==> config.mk <==
export PLATFORM = sky130hd
export DESIGN_NAME = wdog_timer
export DESIGN_NICKNAME = d
export VERILOG_FILES = /design/src/rtl/wdog_pkg.sv /design/src/rtl/wdog_datapath.sv /design/src/rtl/wdog_ctrl.sv /design/src/rtl/wdog_route.sv /design/src/rtl/wdog_timer.sv
export SDC_FILE = /design/constraint.sdc
export NUM_CORES = 1
export LEC_CHECK = 0
export BUFFER_PORTS_ARGS = -buffer_cell sky130_fd_sc_hd__buf_2
export CORE_MARGIN = 4
export CORE_UTILIZATION = 50
export CTS_BUF_LIST = sky130_fd_sc_hd__clkbuf_4
export DETAILED_ROUTE_END_ITERATION = 6
export GPL_ROUTABILITY_DRIVEN = 0
export PLACE_DENSITY = 0.71
export REMOVE_ABC_BUFFERS = 1
export SYNTH_ARGS = -nofsm -noshare
export SYNTH_HDL_FRONTEND = slang
export SYNTH_SLANG_ARGS = --single-unit
==> constraint.sdc <==
create_clock -name clk -period 2.7 [get_ports clk]
set_clock_uncertainty 0.05 [all_clocks]
set_input_delay 0.135 -clock clk [delete_from_list [all_inputs] [get_ports clk]]
set_output_delay 0.135 -clock clk [all_outputs]
set_load 0.01 [all_outputs]
==> src/rtl/wdog_pkg.sv <==
package wdog_pkg;
  // control-to-datapath strobes
  typedef struct packed {
    logic run;   // timer enabled after this edge
    logic load;  // copy interval into the counter
    logic tick;  // count step
  } wdStrobe_t;

  localparam int IRQ_LINES = 10;
endpackage

==> src/rtl/wdog_datapath.sv <==
module wdog_datapath
  import wdog_pkg::*;
#(
  parameter int CNT_W = 24
) (
  input  logic             clk,
  input  logic             rst,
  input  wdStrobe_t        strobe,
  input  logic [CNT_W-1:0] interval,
  output logic             firePulse
);
  logic [CNT_W-1:0] count;
  logic             armed;

  always_ff @(posedge clk) begin
    if (rst) begin
      count     <= '0;
      armed     <= 1'b0;
      firePulse <= 1'b0;
    end else begin
      firePulse <= 1'b0;
      if (!strobe.run) begin
        armed <= 1'b0;
      end else if (strobe.load) begin
        count <= interval;
        armed <= 1'b1;
      end else if (strobe.tick && armed) begin
        count <= count - 1'b1;
        if (count == CNT_W'(1)) begin
          armed     <= 1'b0;
          firePulse <= 1'b1;
        end
      end
    end
  end
endmodule

==> src/rtl/wdog_ctrl.sv <==
module wdog_ctrl
  import wdog_pkg::*;
#(
  parameter logic [7:0] BASE  = 8'h67,
  parameter int         CNT_W = 24
) (
  input  logic             clk,
  input  logic             rst,
  input  logic             tickEn,
  input  logic [7:0]       busAddr,
  input  logic             busWr,
  input  logic [7:0]       busWdata,
  input  logic             firePulse,
  output wdStrobe_t        strobe,
  output logic [CNT_W-1:0] interval,
  output logic [3:0]       evtSel,
  output logic             enReg,
  output logic             fireOk,
  output logic             flagBit,
  output logic [7:0]       busRdata
);
  localparam int NBYTES   = CNT_W / 8;
  localparam int OFF_INTV = 3;
  localparam logic [7:0] A_RELOAD = BASE;
  localparam logic [7:0] A_EN     = BASE + 8'd1;
  localparam logic [7:0] A_SEL    = BASE + 8'd2;
  localparam logic [7:0] A_FLAG   = BASE + 8'(OFF_INTV + NBYTES);

  logic [7:0] intvByte [NBYTES];
  logic       wrEn, wrReload, wrSel, wrFlag, enNext;

  assign wrEn     = busWr && (busAddr == A_EN);
  assign wrReload = busWr && (busAddr == A_RELOAD);
  assign wrSel    = busWr && (busAddr == A_SEL);
  assign wrFlag   = busWr && (busAddr == A_FLAG);

  generate
    for (genvar g = 0; g < NBYTES; g++) begin : g_intv
      always_ff @(posedge clk) begin
        if (rst) intvByte[g] <= '0;
        else if (busWr && busAddr == BASE + 8'(OFF_INTV + g)) intvByte[g] <= busWdata;
      end
      assign interval[8*g +: 8] = intvByte[g];
    end
  endgenerate

  always_ff @(posedge clk) begin
    if (rst) begin
      enReg   <= 1'b0;
      evtSel  <= '0;
      flagBit <= 1'b0;
    end else begin
      enReg <= enNext;
      if (wrSel) evtSel <= busWdata[3:0];
      if (fireOk) flagBit <= 1'b1;
      else if (wrFlag && busWdata[7]) flagBit <= 1'b0;
    end
  end

  always_comb begin
    enNext      = wrEn ? busWdata[6] : enReg;
    strobe.run  = enNext;
    strobe.load = (wrEn && busWdata[6] && !enReg) || (wrReload && enNext);
    strobe.tick = tickEn;
  end

  assign fireOk   = firePulse && enReg;
  assign busRdata = (busAddr == A_FLAG) ? {flagBit, 7'b0} : 8'h00;
endmodule

==> src/rtl/wdog_route.sv <==
module wdog_route
  import wdog_pkg::*;
(
  input  logic                 fire,
  input  logic [3:0]           sel,
  output logic [IRQ_LINES-1:0] irqOut,
  output logic                 nmiOut,
  output logic                 sysRstOut
);
  always_comb begin
    irqOut    = '0;
    nmiOut    = 1'b0;
    sysRstOut = 1'b0;
    if (fire) begin
      unique case (sel)
        4'h1, 4'h2, 4'h3, 4'h4, 4'h5, 4'h6, 4'h7: irqOut[sel - 4'h1] = 1'b1;
        4'h9, 4'hA, 4'hB:                         irqOut[sel - 4'h2] = 1'b1;
        4'hC:    nmiOut    = 1'b1;
        4'hD:    sysRstOut = 1'b1;
        default: ;
      endcase
    end
  end
endmodule

==> src/rtl/wdog_timer.sv <==
module wdog_timer
  import wdog_pkg::*;
#(
  parameter logic [7:0] BASE  = 8'h67,
  parameter int         CNT_W = 24
) (
  input  logic                 clk,
  input  logic                 rst,
  input  logic                 tickEn,
  input  logic [7:0]           busAddr,
  input  logic                 busWr,
  input  logic [7:0]           busWdata,
  output logic [7:0]           busRdata,
  output logic [IRQ_LINES-1:0] irqOut,
  output logic                 nmiOut,
  output logic                 sysRstOut
);
  wdStrobe_t        strobe;
  logic [CNT_W-1:0] interval;
  logic [3:0]       evtSel;
  logic             enReg, fireOk, flagBit, firePulse;

  wdog_ctrl #(.BASE(BASE), .CNT_W(CNT_W)) u_ctrl (
    .clk(clk), .rst(rst), .tickEn(tickEn), .busAddr(busAddr), .busWr(busWr),
    .busWdata(busWdata), .firePulse(firePulse), .strobe(strobe),
    .interval(interval), .evtSel(evtSel), .enReg(enReg), .fireOk(fireOk),
    .flagBit(flagBit), .busRdata(busRdata)
  );

  wdog_datapath #(.CNT_W(CNT_W)) u_dp (
    .clk(clk), .rst(rst), .strobe(strobe), .interval(interval),
    .firePulse(firePulse)
  );

  wdog_route u_route (
    .fire(fireOk), .sel(evtSel), .irqOut(irqOut), .nmiOut(nmiOut),
    .sysRstOut(sysRstOut)
  );
endmodule

; ---- Word-level counts from Yosys, hierarchy flattened
; Memory sizes are Yosys's and may differ from the RTL's.
; Cells that the tools add are included.
[word_totals]
register_bits = 32
ramBits = 24
input_bits = 20
out_inout_bits = 20
memories = 1
[memory_table]
columns = name, depth, width, rd, rd_ports_with_merged_regs, write_ports, line_no
row1 = u_ctrl.intvByte, 3, 8, 3, 0, 3, wdog_ctrl.sv:29  ; logic [7:0] intvByte [NBYTES];
[op_classes]
n_addsub = 3
order_cmp = 4
n_eq_ne = 20
n_mux = 34
bitwise_logic = 5
n_reduce_logical = 26
[op_table]
columns = op, n
row1 = $eq 8x7->1 const B, 7
row2 = $mux 24, 2
row3 = $mux 8, 4
row4 = $eq 24x1->1 const B, 1
row5 = $mux 1, 24
row6 = $sub 24x1->24 const B, 1
row7 = $eq 4x4->1 const B, 5
row8 = $pmux 10 s2, 1
row9 = $eq 4x3->1 const B, 4
row10 = $logic_and 1x1->1, 15
row11 = $lt 4x5->1 const B, 2
row12 = $mux 10, 1
row13 = $demux 1 s4, 2
row14 = $eq 4x2->1 const B, 2
row15 = $ge 4x1->1 const B, 2
row16 = $reduce_or 7->1, 1
row17 = $reduce_bool 2->1, 3
row18 = $eq 4x1->1 const B, 1
row19 = $reduce_and 2->1, 2
row20 = $reduce_or 4->1, 1
row21 = $sub 4x1->4 const B, 1
row22 = $sub 4x2->4 const B, 1
row23 = $or 1x1->1, 3
row24 = $reduce_or 3->1, 1
row25 = 4 further kinds, 5

; ---- Depth between registers and ports, before layout
; Gate-level depths: netlist (run 1).
[logic_depth]
depth_word = 7
mapped_depth = 8

; ---- By module
; A second synthesis (run 1) with hierarchy kept.
[hier_totals]
hier_cells = 366
hier_area_um2 = 3468.3
[modules_own_cells]
columns = mod, n_inst, cells_per_inst, area_per_inst_um2, seq_area_each_um2
row1 = wdog_datapath, 1, 208, 1685.4, 520.5
row2 = wdog_ctrl, 1, 115, 1447.6, 840.8
row3 = wdog_route, 1, 43, 335.3, 0.0

; ---- Worst setup path after synthesis (run 1)
; OpenSTA, ideal clock, no wires.
[synth_path]
path_kind = register to output
startpoint = register u_ctrl.evtSel[1]
endpoint = output port irqOut[6]
t_arrival_ns = 2.218
setup_slack_ns = 0.297
stages_incl_launch_ff = 9
cell_sequence = dfxtp_1 buf_2 inv_1 ha_1 nand2b_1 a21oi_1 a2111oi_0 inv_1 nor4_1
[synth_between]
elab_chain_cells = 7
[synth_rtl]
columns = element, line_no
row1 = from (decl), wdog_ctrl.sv:16  ; output logic [3:0] evtSel,
row2 = from (signal assigned), wdog_ctrl.sv:54  ; if (wrSel) evtSel <= busWdata[3:0];
row3 = $sub 4x2->4 or $sub 4x1->4 (tied branches), "wdog_route.sv:17, wdog_route.sv:16"
row4 = $lt 4x5->1 (implied by the code) (tied with other cells), wdog_route.sv:17  ; 4'h9, 4'hA, 4'hB: irqOut[sel - 4'h2] = 1'b1;
row5 = "$logic_and 1x1->1, on equally long branches", "wdog_route.sv:17, wdog_route.sv:16"
row6 = "$mux 1, on equally long branches", "wdog_route.sv:17, wdog_route.sv:16"
row7 = $demux 1 s4, n/a
row8 = $pmux 10 s2 *, wdog_route.sv:15  ; unique case (sel)
row9 = $mux 10 *, wdog_route.sv:14  ; if (fire) begin
row10 = to (decl), wdog_timer.sv:14  ; output logic [IRQ_LINES-1:0] irqOut,
; Mark *: on every way between the ends. The rest lies on a longest branch, timed or not.

; ---- Worst setup path in the final report (run 1)
[layout_path]
startpoint = register u_ctrl.evtSel[2]
endpoint = output port irqOut[7]
; Same word-level chain as after synthesis.

==> results of run 1 <==
cell families (layout without fill, tap and decap cells):
| kind of cell | count (synthesis) | in the layout | synth area share, % |
|---|---|---|---|
| buffers and inverters | 35 | 68 | 5.779 |
| multiplexers | 5 | 5 | 1.562 |
| other | 1 | 7 | 0.1170 |
| AO/OA/AOI/OAI | 81 | 81 | 18.59 |
| AND/OR/NAND/NOR | 160 | 160 | 27.88 |
| adder cells (fa/ha/maj) | 5 | 5 | 1.952 |
| XOR/XNOR | 6 | 6 | 1.640 |
| flip-flops | 56 | 56 | 42.48 |
final cells by class:
| class | count | area, sq um | share of cell area, % |
|---|---|---|---|
| clock buffer | 6 | 45.04 | 1.259 |
| clock inverter | 2 | 11.26 | 0.3147 |
| inverter | 11 | 45.04 | 1.259 |
| multi-input combinational | 264 | 1713 | 47.87 |
| sequential | 56 | 1365 | 38.15 |
| tap | 75 | 93.84 | 2.622 |
| timing repair buffer | 49 | 305.3 | 8.531 |
through the flow:
stage | area, sq um | instances | TNS, ps | hold slack (ps) | util, %
finish | 3578 | 463 | 0 | 24.80 | 59.04
global route | 3578 | 463 | -23.95 | 36.80 | 59.04
CTS | 3506 | 458 | 0 | 29.98 | 57.84
detailed placement | 3425 | 448 | 0 | 376.3 | 56.50
global placement | 3425 | 448 | 0 | 361.1 | 56.50
floorplan | 3083 | 331 | 0 | 154.1 | -
worst max-delay path: cells and delay by family (launching register included):
| family | cells | cell delay (ps) |
|---|---|---|
| adders and majority gates | 1 | 230 |
| and+or+nand+nor | 2 | 210 |
| buffers and inverters | 4 | 600 |
| AOI/OAI and AO/OA | 3 | 530 |
| DFF | 1 | 430 |
placed cells by master, fill, tap and decap left out, drive strengths merged, types with 4 or more instances in the layout:
master,Yosys,layout
a211oi,8,8
a21oi,8,8
a311oi,13,13
and2,26,26
buf,14,47
clkbuf,9,6
conb,1,7
dfxtp,32,32
edfxtp,24,24
ha,5,5
inv,11,10
mux2i,5,5
nand2,21,21
nand2b,6,6
nand3,6,6
nand4,7,7
nor2,42,42
nor3,14,14
nor4,7,7
o21ai,17,17
o31ai,10,10
or3,8,8
or4,7,7
xnor2,4,4
metal layers:
layer | vias up | GRT usage (%) | routed length (um) | share of wire [%]
met1 | 1358 | 31.15 | 3821 | 46
met5 | - | 0 | 0 | 0
met4 | 0 | 5.495 | 111 | 1.3
met3 | 13 | 4.421 | 605 | 7.2
li1 | 1385 | - | - | -
met2 | 127 | 34.59 | 3829 | 46
report_power, final:
part	leakage [nW]	switching, mW	internal, mW	total (mW)
Clock	0.0293	0.274	0.110	0.384
Combinational	0.795	0.0559	0.0259	0.0819
Sequential	0.486	0.00671	0.900	0.906
path summary, 6_finish.rpt:
path,from,to,slack [ps],cells past startpoint
worst max-delay path,u_ctrl.evtSel[2],irqOut[7],130,10
worst min-delay path,busWdata[3],u_ctrl.evtSel[3],20,3
worst max register to register,u_dp.count[17],u_dp.armed,490,5
worst min register to register,u_ctrl.flagBit,u_ctrl.flagBit,460,2
flip-flops by register name, indices dropped and copies added, names as in the netlist:
register and count:
u_dp.armed 1, u_dp.count 24, u_ctrl.flagBit 1, u_dp.firePulse 1, u_ctrl.intvByte 24, u_ctrl.evtSel 4
u_ctrl.enReg 1
what timing repair did:
action | 4_1_cts | 5_1_grt
hold buffers | 2 | 0
setup buffers | 0 | 5
pin swaps | 0 | 1
resized for setup | 3 | 7
endpoints found under the hold margin | 5 | 0
cloned | 0 | 0
setup endpoints to repair | 8 | 6
==> impl_metrics.tcl, run 1 <==
set metrics [dict create \
    clock_latency_ps 390 \
    cp_cell_sequence "clkinvlp_4 -> ha_4 -> nand2b_4 -> o21ai_1 -> a2111oi_2 -> buf_4 -> buf_4 -> a22oi_1 -> nor2_1 -> buf_2" \
    syn_avg_cell_area_sq_um 9.181 \
    min_period_ps 2571 \
    drc 0 \
    critPathKind "reg -> out" \
    core_region_area_sq_um 6061 \
    die-area_sq_um 7754 \
    cts_buffers 5 \
    dpl.hpwl_um 6028 \
    timing.fmax_mhz 389.0 \
    gr-usage-all-layers_pct 21.98 \
    grt_pass1_wl_um 13280 \
    synth_area_sq_um 3204 \
    synth_enable_flop_cells 24 \
    p_per_area_nw_per_um2 383.5 \
    critPathMaxStageDelay_ps 430 \
    startpoint_type "register" \
    n_antenna_cell 0 \
    pre_cts_slack_ps 305.6 \
    critPathMostFrequentCell "buf_4" \
    crit_path_end_kind "primary output" \
    async_flop_share_pct 0 \
    synthTopCellsByArea "edfxtp_1, dfxtp_1, and2_1" \
    dr_total_vias 2883 \
    worstMarginPinSlew_ps 1239 \
    grt_pass1_vias 2640 \
    path_clk_slew_ps 160 \
    ys.warnings.count 0 \
    p_leak_nw 1.311 \
    n_fill_cell 531 \
    die_h_um 88.06 \
    synth-main-ff-cell "dfxtp_1" \
    synth_common_cells "nor2_1, dfxtp_1, and2_1, edfxtp_1, nand2_1" \
    worst_slack_ps 129.2 \
    vias_per_cell 6.227 \
    synth_cells 349 \
    post_synth_num_cell_types 59 \
    start_util_pct 52.87 \
    antenna_found_initial 0 \
    yosysTopAreaCellShare_pct 22.49 \
    drt_iter0_markers 213 \
    cts_num_sinks 56 \
    setup_viol 0 \
    grt_max_degree 37 \
    crit_fanout 7 \
    maxCapViolations 0 \
    slew_headroom_pct 16.50 \
    hold_class "in -> reg" \
    cts_root_buffer "clkbuf_4" \
    nets 412 \
    ant_nets 0 \
    dr.pass1.iters 5 \
    yosysMostFrequentCell "nor2_1" \
    wirelength_um 8367 \
    hold_violations 0 \
    power_mw 1.372 \
    drv_slew 0 \
    cts_max_path_buffers 2 \
    yosys.area.top_type "edfxtp_1" \
    wl_per_cell_um 18.07 \
    drive_gt1_share_pct 17.78 \
    io_buffers 32 \
    ys_seq_area_share_pct 42.48 \
    max-vdd-ir-drop_uv 218.2 \
    slowest_stage "dfxtp_4" \
    pin_count 40 \
    rows 28 \
    cts_tree "yes" \
    arrival_ps 2390 \
    htreeDepth 2 \
    die_w_um 88.06 \
    status "complete, no violations" \
    period_share_pct 95.22 \
    critPathRequiredTime_ps 2520 \
    ys_ff_latch 56 \
    area_delta_synth_final_pct 11.68 \
    overflow 0 \
]
No activity file was read; power rests on OpenSTA's default activity.
==> run 2: changes to the inputs <==
Settings changed: CORE_UTILIZATION 50 to 30, PLACE_DENSITY 0.71 to 0.48.
==> run 2 against run 1 <==
Sequential power is 0.6% higher. Critical endpoint is now irqOut[6]. Sequential share of layout area is 0.86 points lower. Worst hold slack worse by 24 ps. Maximum frequency is 1.4% higher. Largest cell class unchanged. Combinational power is 0.9% lower.
==> impl_metrics.tcl, run 2 (synthesis results as in run 1) <==
set metrics [dict create \
    status "complete, no violations" \
    die_h_um 111.4 \
    drive_gt1_share_pct 17.69 \
    worstMarginPinSlew_ps 1117 \
    power_mw 1.380 \
    rows 37 \
    post_dp_cell_area_sq_um 3526 \
    cp_cell_sequence "inv_1 -> ha_4 -> nand2b_1 -> o21ai_0 -> a2111oi_1 -> buf_4 -> inv_1 -> nor4_1 -> buf_2" \
    crit_path_end_kind "primary output" \
    slew_headroom_pct 24.78 \
    hold_class "in -> reg" \
    area_delta_synth_final_pct 13.94 \
    critPathKind "reg -> out" \
    grt_pass1_wl_um 13630 \
    p_per_area_nw_per_um2 378.1 \
    maxCapViolations 0 \
    layout_common_cells "nor2_1, buf_2, dfxtp_1" \
    htreeDepth 2 \
    slowest_stage "a2111oi_1" \
    final_common_cell "nor2_1" \
    cts_max_path_buffers 2 \
    cts_root_buffer "clkbuf_4" \
    drc 0 \
    dpl.hpwl_um 6299 \
    cts_num_sinks 56 \
    arrival_ps 2350 \
    timing.fmax_mhz 394.4 \
    path_clk_slew_ps 160 \
    largestRegisters "u_ctrl.intvByte: 24 flops, u_dp.count: 24 flops, u_ctrl.evtSel: 4 flops" \
    dr_total_vias 2721 \
    core_region_area_sq_um 10370 \
    fin_tns_setup_ps 0 \
    ant_nets 0 \
    drt_iter0_markers 96 \
    nets 414 \
    startpoint_type "register" \
    rsz0062_at_grt "no" \
    cts_buffers 5 \
    critPathMaxStageDelay_ps 380 \
    grt_pass1_vias 2609 \
    die-area_sq_um 12400 \
    critPathRequiredTime_ps 2520 \
    max-vdd-ir-drop_uv 178.5 \
    pin_count 40 \
    dr.pass1.iters 4 \
    fin_area_sq_um 3651 \
    cts_tree "yes" \
    p_leak_nw 1.316 \
    vias_per_cell 5.173 \
    start_util_pct 30.90 \
    io_buffers 32 \
    period_share_pct 93.91 \
    wl_per_cell_um 16.16 \
    overflow 0 \
    die_w_um 111.4 \
    drv_slew 0 \
    crit_fanout 4 \
    grt_max_degree 33 \
    critPathMostFrequentCell "inv_1" \
    antenna_found_initial 0 \
    n_antenna_cell 0 \
    min_period_ps 2536 \
    clock_latency_ps 380 \
    wirelength_um 8501 \
    setup_viol 0 \
    hold_violations 0 \
    gr-usage-all-layers_pct 13.50 \
]
==> run 2: cell types whose count changed in the layout (fill, tap and decap cells not counted), sizes merged <==
cell and change:
clkinv +1, clkinvlp -2, buf +1, clkbuf -1
dlygate4sd3 +1, inv +2
==> run 2: cell type report <==
type,count,area [sq um]
clock buffers,5,37.54
clock inverters,3,22.52
fillers,1101,6719
inverters,11,41.29
multi-input cells,264,1708
flip-flops and latches,56,1361
well taps,136,170.2
repair buffers,51,310.3
==> run 2: worst paths after layout <==
kind	end	cells past startpoint	startpoint	slack [ps]
max reg2reg	u_dp.armed	5	u_dp.count[17]	540
min reg2reg	u_ctrl.flagBit	2	u_ctrl.flagBit	450
max	irqOut[6]	9	u_ctrl.evtSel[1]	160
min	u_ctrl.evtSel[1]	3	busWdata[1]	0.7
==> run 2: critical path, delay by kind of cell, from the launching register on <==
family / cells / cell delay, ps
adder cells (fa/ha/maj): 1 / 180
AND/OR/NAND/NOR: 2 / 380
AO/OA/AOI/OAI: 2 / 520
buffers and inverters: 4 / 550
flip-flops: 1 / 340
==> run 2: where the power goes <==
part | switching [mW] | total (mW) | internal (mW)
clock | 0.282 | 0.388 | 0.106
sequential | 0.00969 | 0.911 | 0.901
combinational | 0.0533 | 0.0812 | 0.0279
==> run 2: what timing repair did <==
item	4_1_cts	5_1_grt
hold endpoints to repair	3	0
hold buffers	3	0
resized for setup	0	6
setup buffers	0	1
endpoints found under the setup margin	0	7
==> run 2: routing by layer <==
metal / vias up / part of all wire (%) / track usage (%)
met3: 8 / 3.2 / 1.957
met1: 1284 / 48 / 18.02
li1: 1381 / - / -
met4: 0 / 1.4 / 3.325
met5: - / 0 / 0
met2: 48 / 47 / 23.08
==> run 2: per-stage QoR <==
stage               instances  hold slack [ps]  util [%]  setup slack (ps)
floorplan                 331            154.1         -             287.2
global placement          514            375.1     34.00             515.1
detailed placement        514            385.3     34.00             476.3
CTS                       525            3.830     34.87             23.78
global route              526            8.582     35.21            0.6077
finish                    526           0.6848     35.21             164.4
